<file path="src/rtl/rre_pkg.sv">
package rre_pkg;
    localparam logic [1:0] SEL_START = 2'd0;
    localparam logic [1:0] SEL_LAST  = 2'd1;
    localparam logic [1:0] SEL_MODE  = 2'd2;
    localparam logic [1:0] SEL_CMD   = 2'd3;

    localparam int CMD_KICK  = 0;
    localparam int CMD_CLEAR = 1;
    localparam int CMD_SRST  = 2;

    localparam logic [1:0] MODE_STOP   = 2'd0;
    localparam logic [1:0] MODE_EVENT  = 2'd1;
    localparam logic [1:0] MODE_MANUAL = 2'd2;

    typedef enum logic [1:0] {
        ST_IDLE    = 2'd0,
        ST_FETCH_A = 2'd1,
        ST_FETCH_V = 2'd2,
        ST_WRITE   = 2'd3
    } seq_st_e;
endpackage

</file>
<file path="src/rtl/rre_cfg.sv">
module rre_cfg #(
    parameter int WORD_W = 32
) (
    input  logic              clk,
    input  logic              rst_n,
    input  logic              cfg_we,
    input  logic [1:0]        cfg_sel,
    input  logic [WORD_W-1:0] cfg_wdata,
    output logic [WORD_W-1:0] start_addr,
    output logic [WORD_W-1:0] last_addr,
    output logic [1:0]        mode,
    output logic              kick,
    output logic              clear,
    output logic              srst
);
    import rre_pkg::*;

    typedef struct packed {
        logic [WORD_W-1:0] start;
        logic [WORD_W-1:0] last;
        logic [1:0]        mode;
    } cfg_t;

    cfg_t r_d, r_q;
    logic cmd_wr;

    always_comb begin
        r_d    = r_q;
        cmd_wr = cfg_we && (cfg_sel == SEL_CMD);
        if (cfg_we) begin
            case (cfg_sel)
                SEL_START: r_d.start = cfg_wdata;
                SEL_LAST:  r_d.last  = cfg_wdata;
                SEL_MODE:  r_d.mode  = cfg_wdata[1:0];
                default:   r_d       = r_q;
            endcase
        end
    end

    always_ff @(posedge clk or negedge rst_n) begin
        if (!rst_n) begin
            r_q <= '{start: '0, last: '0, mode: MODE_STOP};
        end else begin
            r_q <= r_d;
        end
    end

    assign start_addr = r_q.start;
    assign last_addr  = r_q.last;
    assign mode       = r_q.mode;
    assign kick       = cmd_wr && cfg_wdata[CMD_KICK];
    assign clear      = cmd_wr && cfg_wdata[CMD_CLEAR];
    assign srst       = cmd_wr && cfg_wdata[CMD_SRST];

    // a soft reset never disturbs the stored settings
    a_r12_settings_kept: assert property (@(posedge clk) disable iff (!rst_n)
        (srst && !(cfg_we && cfg_sel != SEL_CMD)) |=> $stable(r_q));
endmodule

</file>
<file path="src/rtl/rre_extent.sv">
module rre_extent #(
    parameter int WORD_W      = 32,
    parameter int MAX_ENTRIES = 512,
    parameter int CNT_W       = (MAX_ENTRIES > 1) ? $clog2(MAX_ENTRIES) : 1,
    parameter int ENTRY_BYTES = 2 * (WORD_W / 8)
) (
    input  logic [WORD_W-1:0] trig_start,
    input  logic [WORD_W-1:0] trig_last,
    input  logic [WORD_W-1:0] ptr,
    input  logic [WORD_W-1:0] lim,
    input  logic [CNT_W-1:0]  cnt,
    output logic              empty,
    output logic              final_entry
);
    logic [WORD_W:0] next_ptr;
    logic            past_end;
    logic            at_cap;

    always_comb begin
        empty       = trig_last < trig_start;
        next_ptr    = {1'b0, ptr} + (WORD_W+1)'(ENTRY_BYTES);
        past_end    = next_ptr > {1'b0, lim};
        at_cap      = cnt == CNT_W'(MAX_ENTRIES - 1);
        final_entry = past_end || at_cap;
    end
endmodule

</file>
<file path="src/rtl/rre_seq.sv">
module rre_seq #(
    parameter int WORD_W      = 32,
    parameter int MAX_ENTRIES = 512
) (
    input  logic              clk,
    input  logic              rst_n,
    input  logic [1:0]        mode,
    input  logic              kick,
    input  logic              clear,
    input  logic              srst,
    input  logic              evt,
    input  logic [WORD_W-1:0] start_addr,
    input  logic [WORD_W-1:0] last_addr,
    output logic              mem_req,
    output logic [WORD_W-1:0] mem_addr,
    input  logic              mem_ack,
    input  logic [WORD_W-1:0] mem_rdata,
    output logic              wr_valid,
    output logic [WORD_W-1:0] wr_addr,
    output logic [WORD_W-1:0] wr_data,
    input  logic              wr_ready,
    output logic              busy,
    output logic              done_flag,
    output logic              done_pulse
);
    import rre_pkg::*;

    localparam int WORD_BYTES  = WORD_W / 8;
    localparam int ENTRY_BYTES = 2 * WORD_BYTES;
    localparam int CNT_W       = (MAX_ENTRIES > 1) ? $clog2(MAX_ENTRIES) : 1;

    typedef struct packed {
        seq_st_e           st;
        logic [WORD_W-1:0] ptr;
        logic [WORD_W-1:0] lim;
        logic [CNT_W-1:0]  cnt;
        logic [WORD_W-1:0] reg_a;
        logic [WORD_W-1:0] reg_v;
        logic              flag;
        logic              pls;
    } seq_t;

    seq_t s_d, s_q;
    logic stop_sel;
    logic fire;
    logic set_done;
    logic empty;
    logic final_entry;

    rre_extent #(
        .WORD_W      (WORD_W),
        .MAX_ENTRIES (MAX_ENTRIES),
        .CNT_W       (CNT_W),
        .ENTRY_BYTES (ENTRY_BYTES)
    ) i_extent (
        .trig_start  (start_addr),
        .trig_last   (last_addr),
        .ptr         (s_q.ptr),
        .lim         (s_q.lim),
        .cnt         (s_q.cnt),
        .empty       (empty),
        .final_entry (final_entry)
    );

    always_comb begin
        s_d      = s_q;
        s_d.pls  = 1'b0;
        set_done = 1'b0;
        stop_sel = (mode != MODE_EVENT) && (mode != MODE_MANUAL);
        fire     = (s_q.st == ST_IDLE) &&
                   (((mode == MODE_EVENT) && evt) || ((mode == MODE_MANUAL) && kick));
        if (srst) begin
            s_d.st   = ST_IDLE;
            s_d.flag = 1'b0;
        end else begin
            case (s_q.st)
                ST_IDLE: begin
                    if (fire) begin
                        s_d.ptr = start_addr;
                        s_d.lim = last_addr;
                        s_d.cnt = '0;
                        if (empty) begin
                            set_done = 1'b1;
                        end else begin
                            s_d.st = ST_FETCH_A;
                        end
                    end
                end
                ST_FETCH_A: begin
                    if (stop_sel) begin
                        s_d.st = ST_IDLE;
                    end else if (mem_ack) begin
                        s_d.reg_a = mem_rdata;
                        s_d.st    = ST_FETCH_V;
                    end
                end
                ST_FETCH_V: begin
                    if (stop_sel) begin
                        s_d.st = ST_IDLE;
                    end else if (mem_ack) begin
                        s_d.reg_v = mem_rdata;
                        s_d.st    = ST_WRITE;
                    end
                end
                ST_WRITE: begin
                    if (stop_sel) begin
                        s_d.st = ST_IDLE;
                    end else if (wr_ready) begin
                        if (final_entry) begin
                            set_done = 1'b1;
                            s_d.st   = ST_IDLE;
                        end else begin
                            s_d.ptr = s_q.ptr + WORD_W'(ENTRY_BYTES);
                            s_d.cnt = s_q.cnt + 1'b1;
                            s_d.st  = ST_FETCH_A;
                        end
                    end
                end
                default: s_d.st = ST_IDLE;
            endcase
            s_d.flag = set_done || (s_q.flag && !clear);
            s_d.pls  = set_done;
        end
    end

    always_ff @(posedge clk or negedge rst_n) begin
        if (!rst_n) begin
            s_q <= '{st: ST_IDLE, ptr: '0, lim: '0, cnt: '0,
                     reg_a: '0, reg_v: '0, flag: 1'b0, pls: 1'b0};
        end else begin
            s_q <= s_d;
        end
    end

    assign mem_req    = (s_q.st == ST_FETCH_A) || (s_q.st == ST_FETCH_V);
    assign mem_addr   = (s_q.st == ST_FETCH_V) ? (s_q.ptr + WORD_W'(WORD_BYTES)) : s_q.ptr;
    assign wr_valid   = s_q.st == ST_WRITE;
    assign wr_addr    = s_q.reg_a;
    assign wr_data    = s_q.reg_v;
    assign busy       = s_q.st != ST_IDLE;
    assign done_flag  = s_q.flag;
    assign done_pulse = s_q.pls;

    // a pending write keeps its address and value until accepted
    a_r3_write_held: assert property (@(posedge clk) disable iff (!rst_n)
        (wr_valid && !wr_ready && !srst && !stop_sel) |=>
            (wr_valid && $stable(wr_addr) && $stable(wr_data)));

    // the completion pulse comes with the flag and an idle engine
    a_r10_pulse_with_flag: assert property (@(posedge clk) disable iff (!rst_n)
        done_pulse |-> (done_flag && !busy));

    // after a clear the flag survives only if completion was set
    a_r11_clear_result: assert property (@(posedge clk) disable iff (!rst_n)
        clear |=> (done_flag == done_pulse));

    // soft reset idles the engine and drops the flag
    a_r12_soft_reset: assert property (@(posedge clk) disable iff (!rst_n)
        srst |=> (!busy && !done_flag && !done_pulse));

    // selecting stop during a replay halts it without completion
    a_r6_stop_halts: assert property (@(posedge clk) disable iff (!rst_n)
        (busy && stop_sel) |=> (!busy && !done_pulse));

    // no new capture while a replay is running
    a_r7_busy_keeps_limit: assert property (@(posedge clk) disable iff (!rst_n)
        (busy && $past(busy) && !srst) |-> $stable(s_q.lim));
endmodule

</file>
<file path="src/rtl/reglist_replay.sv">
module reglist_replay #(
    parameter int WORD_W      = 32,
    parameter int MAX_ENTRIES = 512
) (
    input  logic              clk,
    input  logic              rst_n,
    input  logic              cfg_we,
    input  logic [1:0]        cfg_sel,
    input  logic [WORD_W-1:0] cfg_wdata,
    input  logic              evt_pulse,
    output logic              mem_req,
    output logic [WORD_W-1:0] mem_addr,
    input  logic              mem_ack,
    input  logic [WORD_W-1:0] mem_rdata,
    output logic              wr_valid,
    output logic [WORD_W-1:0] wr_addr,
    output logic [WORD_W-1:0] wr_data,
    input  logic              wr_ready,
    output logic              busy,
    output logic              done_flag,
    output logic              done_pulse
);
    logic [WORD_W-1:0] start_addr;
    logic [WORD_W-1:0] last_addr;
    logic [1:0]        mode;
    logic              kick;
    logic              clear;
    logic              srst;

    rre_cfg #(.WORD_W(WORD_W)) i_cfg (
        .clk        (clk),
        .rst_n      (rst_n),
        .cfg_we     (cfg_we),
        .cfg_sel    (cfg_sel),
        .cfg_wdata  (cfg_wdata),
        .start_addr (start_addr),
        .last_addr  (last_addr),
        .mode       (mode),
        .kick       (kick),
        .clear      (clear),
        .srst       (srst)
    );

    rre_seq #(.WORD_W(WORD_W), .MAX_ENTRIES(MAX_ENTRIES)) i_seq (
        .clk        (clk),
        .rst_n      (rst_n),
        .mode       (mode),
        .kick       (kick),
        .clear      (clear),
        .srst       (srst),
        .evt        (evt_pulse),
        .start_addr (start_addr),
        .last_addr  (last_addr),
        .mem_req    (mem_req),
        .mem_addr   (mem_addr),
        .mem_ack    (mem_ack),
        .mem_rdata  (mem_rdata),
        .wr_valid   (wr_valid),
        .wr_addr    (wr_addr),
        .wr_data    (wr_data),
        .wr_ready   (wr_ready),
        .busy       (busy),
        .done_flag  (done_flag),
        .done_pulse (done_pulse)
    );

    // fetching and writing never overlap
    a_r3_one_phase: assert property (@(posedge clk) disable iff (!rst_n)
        !(mem_req && wr_valid));
endmodule

</file>
<file path="config.mk">
export PLATFORM = sky130hd
export DESIGN_NAME = reglist_replay
export DESIGN_NICKNAME = d
export VERILOG_FILES = /design/src/rtl/rre_pkg.sv /design/src/rtl/rre_cfg.sv /design/src/rtl/rre_extent.sv /design/src/rtl/rre_seq.sv /design/src/rtl/reglist_replay.sv
export SDC_FILE = /design/constraint.sdc
export NUM_CORES = 1
export LEC_CHECK = 0
export BUFFER_PORTS_ARGS = -buffer_cell sky130_fd_sc_hd__buf_2
export CORE_MARGIN = 5
export CORE_UTILIZATION = 53
export CTS_CLUSTER_DIAMETER = 30
export DETAILED_ROUTE_END_ITERATION = 8
export PLACE_DENSITY_LB_ADDON = 0.05
export RECOVER_POWER = 50
export SETUP_SLACK_MARGIN = 0.05
export SYNTH_ARGS = -nofsm -noshare
export SYNTH_HDL_FRONTEND = slang
export SYNTH_HIERARCHICAL = 1
export SYNTH_SLANG_ARGS = --single-unit
</file>
<file path="constraint.sdc">
create_clock -name clk -period 4.27 [get_ports clk]
set_input_delay 0.427 -clock clk [delete_from_list [all_inputs] [get_ports clk]]
set_output_delay 0.427 -clock clk [all_outputs]
set_load 0.02 [all_outputs]
</file>
* After elaboration in Yosys (flattened, before gate mapping)
Index checks and enable logic that the tools add are counted.
** Word-level totals
- Word-level logic and storage cells :: 93
- Output and inout port bits :: 101
- Bits in registers :: 207
- Input bits :: 72
** Operators by class
- Bitwise logic cells :: 2
- Reductions and logical operators :: 26
- Order comparisons :: 2
- $add $sub $neg :: 4
- Eq/ne operators :: 20
- Mux-type cells :: 28
** Operators with widths (number)
- $mux 32 :: 3
- $mux 75 :: 1
- $pmux 32 s2 :: 1
- $mux 34 :: 1
- $add 32x4->33 const B :: 1
- $gt 33x32->1 :: 1
- $add 32x3->32 const B :: 1
- $add 32x4->32 const B :: 1
- $lt 32x32->1 :: 1
- $mux 9 :: 3
- $pmux 9 s2 :: 1
- $mux 2 :: 7
- $eq 2x2->1 const B :: 5
- $add 9x1->9 const B :: 1
- $eq 9x9->1 const B :: 1
- $logic_and 1x1->1 :: 9
- $mux 1 :: 9
- $ne 4x3->1 const B :: 2
- $pmux 2 s4 :: 1
- $reduce_and 4->1 :: 2
- $eq 2x1->1 const B :: 3
- $ne 2x1->1 const B :: 3
- $ne 2x2->1 const B :: 3
- $reduce_and 2->1 :: 3
- 12 further kinds :: 18

* Logic depth before layout (Yosys ltp)
- Depth after elaboration :: 11
- Mapped depth :: 19
- Gate-level depth less buffers :: 18

* Modules after synthesis
Netlist, hierarchy kept.
** Modules (own cells, without submodules)
- rre_seq :: instances 1, area an instance 7473.4 um^2, cells each 697
- rre_cfg :: instances 1, area an instance 2498.6 um^2, cells each 145
- rre_extent :: instances 1, area an instance 2155.8 um^2, cells each 305

* Worst setup path after synthesis
OpenSTA, ideal clock, no wires.
- Path kind :: flip-flop to flip-flop
- From :: reg i_seq/s_q[121] (netlist name)
- To :: reg i_seq/s_q[136] (netlist name)
- Path buffers :: 2
- Slack :: 0.051 ns
- Data arrival time :: 4.087 ns
- Setup time :: 0.131 ns
- Period minus slack after synthesis :: 4.219 ns
- Stages on the path, launching flop included :: 19
- Required time :: 4.139 ns
- Cell sequence :: dfrtp_1 -> nand4_2 -> nor2_4 -> nand4_4 -> nor4_4 -> nand2_1 -> xnor2_1 -> ha_1 -> a21o_1 -> a2111oi_0 -> o21ai_0 -> a221oi_1 -> o211ai_1 -> or3b_4 -> a221o_1 -> buf_6 -> clkbuf_1 -> o21ai_0 -> o21ai_1
** On the way
- Longest elaborated chain between the ends :: 5
** RTL lines
- start: declaration :: RTL line rre_seq.sv:43 : seq_t s_d, s_q;
- start signal: assignment :: RTL line rre_seq.sv:128 : s_q <= '{st: ST_IDLE, ptr: '0, lim: '0, cnt: '0,
- $add 32x4->33 :: RTL line rre_extent.sv:21 : next_ptr = {1'b0, ptr} + (WORD_W+1)'(ENTRY_BYTES);
- $gt 33x32->1 :: RTL line rre_extent.sv:22 : past_end = next_ptr > {1'b0, lim};
- $logic_or 1x1->1 :: RTL line rre_extent.sv:24 : final_entry = past_end || at_cap;
- named net i_seq.final_entry :: RTL line rre_seq.sv:48 : logic final_entry;
- $ne 2x2->1 (no line)
- $reduce_and 6->1 (no line)
The timed path passes the listed nets, and every way through them passes these cells. The select of a mux whose other input is x is not followed.
A chain may end at the register's enable or synchronous reset.

* Worst setup path in the final report
- From :: reg i_seq/s_q[123] (netlist name)
- To :: reg i_seq/s_q[129] (netlist name)
Same word-level chain as after synthesis.

==> results_dict.tcl <==
set metrics [dict create \
    status "finished with violations" \
    violations "capacitance limit, slew limit, setup timing" \
    async_flop_share_pct 100.0 \
    synth_area_per_cell_um2 10.57 \
    critPathRequiredTime_ns 4.66 \
    grt_setup_unrepaired "true" \
    drc_errors 0 \
    area_delta_synth_final_pct 25.54 \
    hp-class "in2reg" \
    via_count 9369 \
    grt_max_degree 98 \
    yosys_register_bits 207 \
    nets 1481 \
    seq_area_mm2 0.005180 \
    place_hpwl_mm 21.73 \
    synth_ff_type "dfrtp_1" \
    yosysTopAreaCell "dfrtp_1" \
    dr.first_iter.drc_count 623 \
    ir_drop_mv 0.5798 \
    synth-adder-area-share_pct 7.634 \
    finalCritPeriodShare_pct 103.0 \
    setup_slack_ns -0.1272 \
    clkTransAtPathRegs_ns 0.05 \
    grt_pass1_wl_mm 50.25 \
    start_util_pct 53.73 \
    htreeDepth 2 \
    netlist.area_leader.share_pct 42.71 \
    synth_edf_count 0 \
    synth_xor_area_share_pct 4.550 \
    drive_above_1_share_pct 39.96 \
    setup-violations-final 36 \
    globalplace.congestion 0.8883 \
    routed_wl_mm 30.98 \
    critPathKind "reg2reg" \
    hold_viol_final 0 \
    yosys_warnings 6 \
    synth_cells 1147 \
    grt_pass1_vias 9521 \
    clock_path_buffers 3 \
    cts_tree "yes" \
    relSlewSlack_pct -62.58 \
    drtPass1Iterations 5 \
    fin_skew_ns 0.02750 \
    synth.area.top_cells "dfrtp_1 (43%), mux2_2 (15%), ha_1 (7.6%)" \
    cts_made_buffers 48 \
    max_freq_mhz 227.4 \
    power_density_mw_per_mm2 746.0 \
    end_kind "register" \
    synth_top_family_by_area "multiplexers" \
    track_usage_pct 23.64 \
    die-area_mm2 0.02601 \
    fillers 1802 \
    drv_cap 3 \
    worstMarginPinSlew_ns 2.439 \
    worstSetupStartpointType "register" \
    fp.dieH_um 161.3 \
    synth-compound-area-share_pct 8.666 \
    ys_types 75 \
    clkLatencyLatePin_ns 0.54 \
    viasPerCell 5.647 \
    synthSimpleGateAreaFrac_pct 12.50 \
    io_buffer_count 172 \
    synthMuxAreaShare_pct 15.22 \
    diodes 0 \
    finalCriticalPeriod_ns 4.397 \
    clockRootBuffer "clkbuf_16" \
    worstPathMaxFanout 7 \
    postLayoutCoreUtil_pct 67.46 \
    antenna_found_initial 0 \
    final_cell_mix "dfrtp_1 (207), buf_2 (172), mux2_2 (161), inv_1 (82)" \
    post_drt_wl_per_cell_um 18.67 \
    grt.overflow.total 0 \
    multi_input_area_mm2 0.006047 \
    synth_area_mm2 0.01213 \
    fp.dieW_um 161.3 \
    ys_seq_area_share_pct 42.71 \
    setup-tns-final_ns -2.315 \
    mostFrequentLayoutCell "dfrtp_1" \
    leakage_uw 0.007359 \
    core_mm2 0.02257 \
    clock_sinks 207 \
    place_ws_ns -0.1680 \
    slew_violations 206 \
    synthesis.nets 1293 \
    rows 55 \
    ant_nets 0 \
    cp.arrival_ns 4.79 \
    ios 173 \
]
sequential cells by signal (all words and copies together) (netlist names):
name and flops:
i_seq/s_q 75, i_seq/wr_data 32, i_seq/done_pulse 1, i_cfg/start_addr 32, i_seq/wr_addr 32, i_cfg/last_addr 32
i_seq/done_flag 1, i_cfg/mode 2
worst max-delay path, stage by stage (launching register included):
cell       delay, ns
dfrtp_1         0.35
nand4_2         0.15
nor2_4          0.16
nand4_4         0.12
nor4_4          0.15
buf_4           0.17
buf_4           0.11
nand2_1         0.08
xnor2_2         0.14
ha_1            0.29
nand3_1         0.15
nor2_1          0.08
a2111oi_2       0.33
o21ai_1         0.12
a221oi_2        0.21
o211ai_1        0.19
or3b_4          0.44
buf_4           0.16
a221oi_4        0.25
buf_4           0.15
buf_6           0.11
buf_8           0.13
nand2_1         0.05
a22o_1          0.17
per-layer routing:
metal  global-route usage (%)  vias up  routed length, um  part of all wire [%]
met5                        0        -                  0                     0
met4                    7.755        0                800                   2.6
met3                    6.456       70               2533                   8.2
met2                    38.03      377              14380                    46
met1                    31.20     4536              13270                    43
li1                         -     4386                  -                     -
synth_stat cells (all sizes together) (4+ instances only):
cell,count
mux2,163
and3,14
xor2,26
ha,74
buf,94
a22o,4
nor4,12
o21a,4
nand2,74
o21ai,31
xnor2,37
inv,82
dfrtp,207
nand4,38
clkbuf,26
a211oi,8
nor2,56
o31ai,6
a31oi,8
a21o,13
nor3,15
and4,7
nand3,44
a221oi,5
and2,7
a21oi,44
report_power, final:
| part | switching [uW] | total [uW] | internal (uW) |
|---|---|---|---|
| Clock | 1150 | 3970 | 2820 |
| Sequential | 443 | 3120 | 2670 |
| Combinational | 2420 | 4270 | 1850 |
stage by stage:
step	hold WS (ns)	cell area [um2]	power, uW	std cells
2_1_floorplan	0.1314	12130	6111	1147
5_1_grt	0.1149	15230	12030	1659
3_3_place_gp	0.4842	13140	7076	1546
6_report	0.1300	15230	11360	1659
3_5_place_dp	0.4901	13140	7144	1546
4_1_cts	0.02448	15080	11320	1647
final timing paths:
check | cells past startpoint | start | end | slack, ns
worst max-delay path | 23 | i_seq/s_q[123]$_DFFE_PN0P_ | i_seq/s_q[129]$_DFFE_PN0P_ | -0.13
worst min-delay path | 2 | cfg_wdata[5] | i_cfg/last_addr[5]$_DFFE_PN0P_ | 0.13
worst max register to register | 23 | i_seq/s_q[123]$_DFFE_PN0P_ | i_seq/s_q[129]$_DFFE_PN0P_ | -0.13
worst min register to register | 1 | i_seq/wr_addr[26]$_DFFE_PN0P_ | i_seq/wr_addr[26]$_DFFE_PN0P_ | 0.50
max in group asynchronous | 2 | rst_n | i_seq/s_q[117]$_DFFE_PN0P_ | 0.91
min in group asynchronous | 1 | rst_n | i_cfg/start_addr[22]$_DFFE_PN0P_ | 0.64
area by class of cell:
type                    count  area share (%)
clock buffers              62           8.834
clock inverters            27           2.893
inverters                  82           2.022
multi-input cells         738           39.72
flip-flops and latches    207           34.02
well taps                 285           2.342
repair buffers            258           10.17
cells by family after synthesis:
family,count (synthesis)
adders and majority gates,74
AOI/OAI and AO/OA,158
DFF,207
and+or+nand+nor,279
buffers and inverters,202
xor gates and xnor gates,63
muxes,164
repair_timing:
action,CTS,global route
setup buffers,10,12
pin swaps,10,25
resized for setup,22,25
hold buffers,0,0
cloned,2,0
endpoints found under the setup margin,40,40
Power figures use the tool's default switching activity.
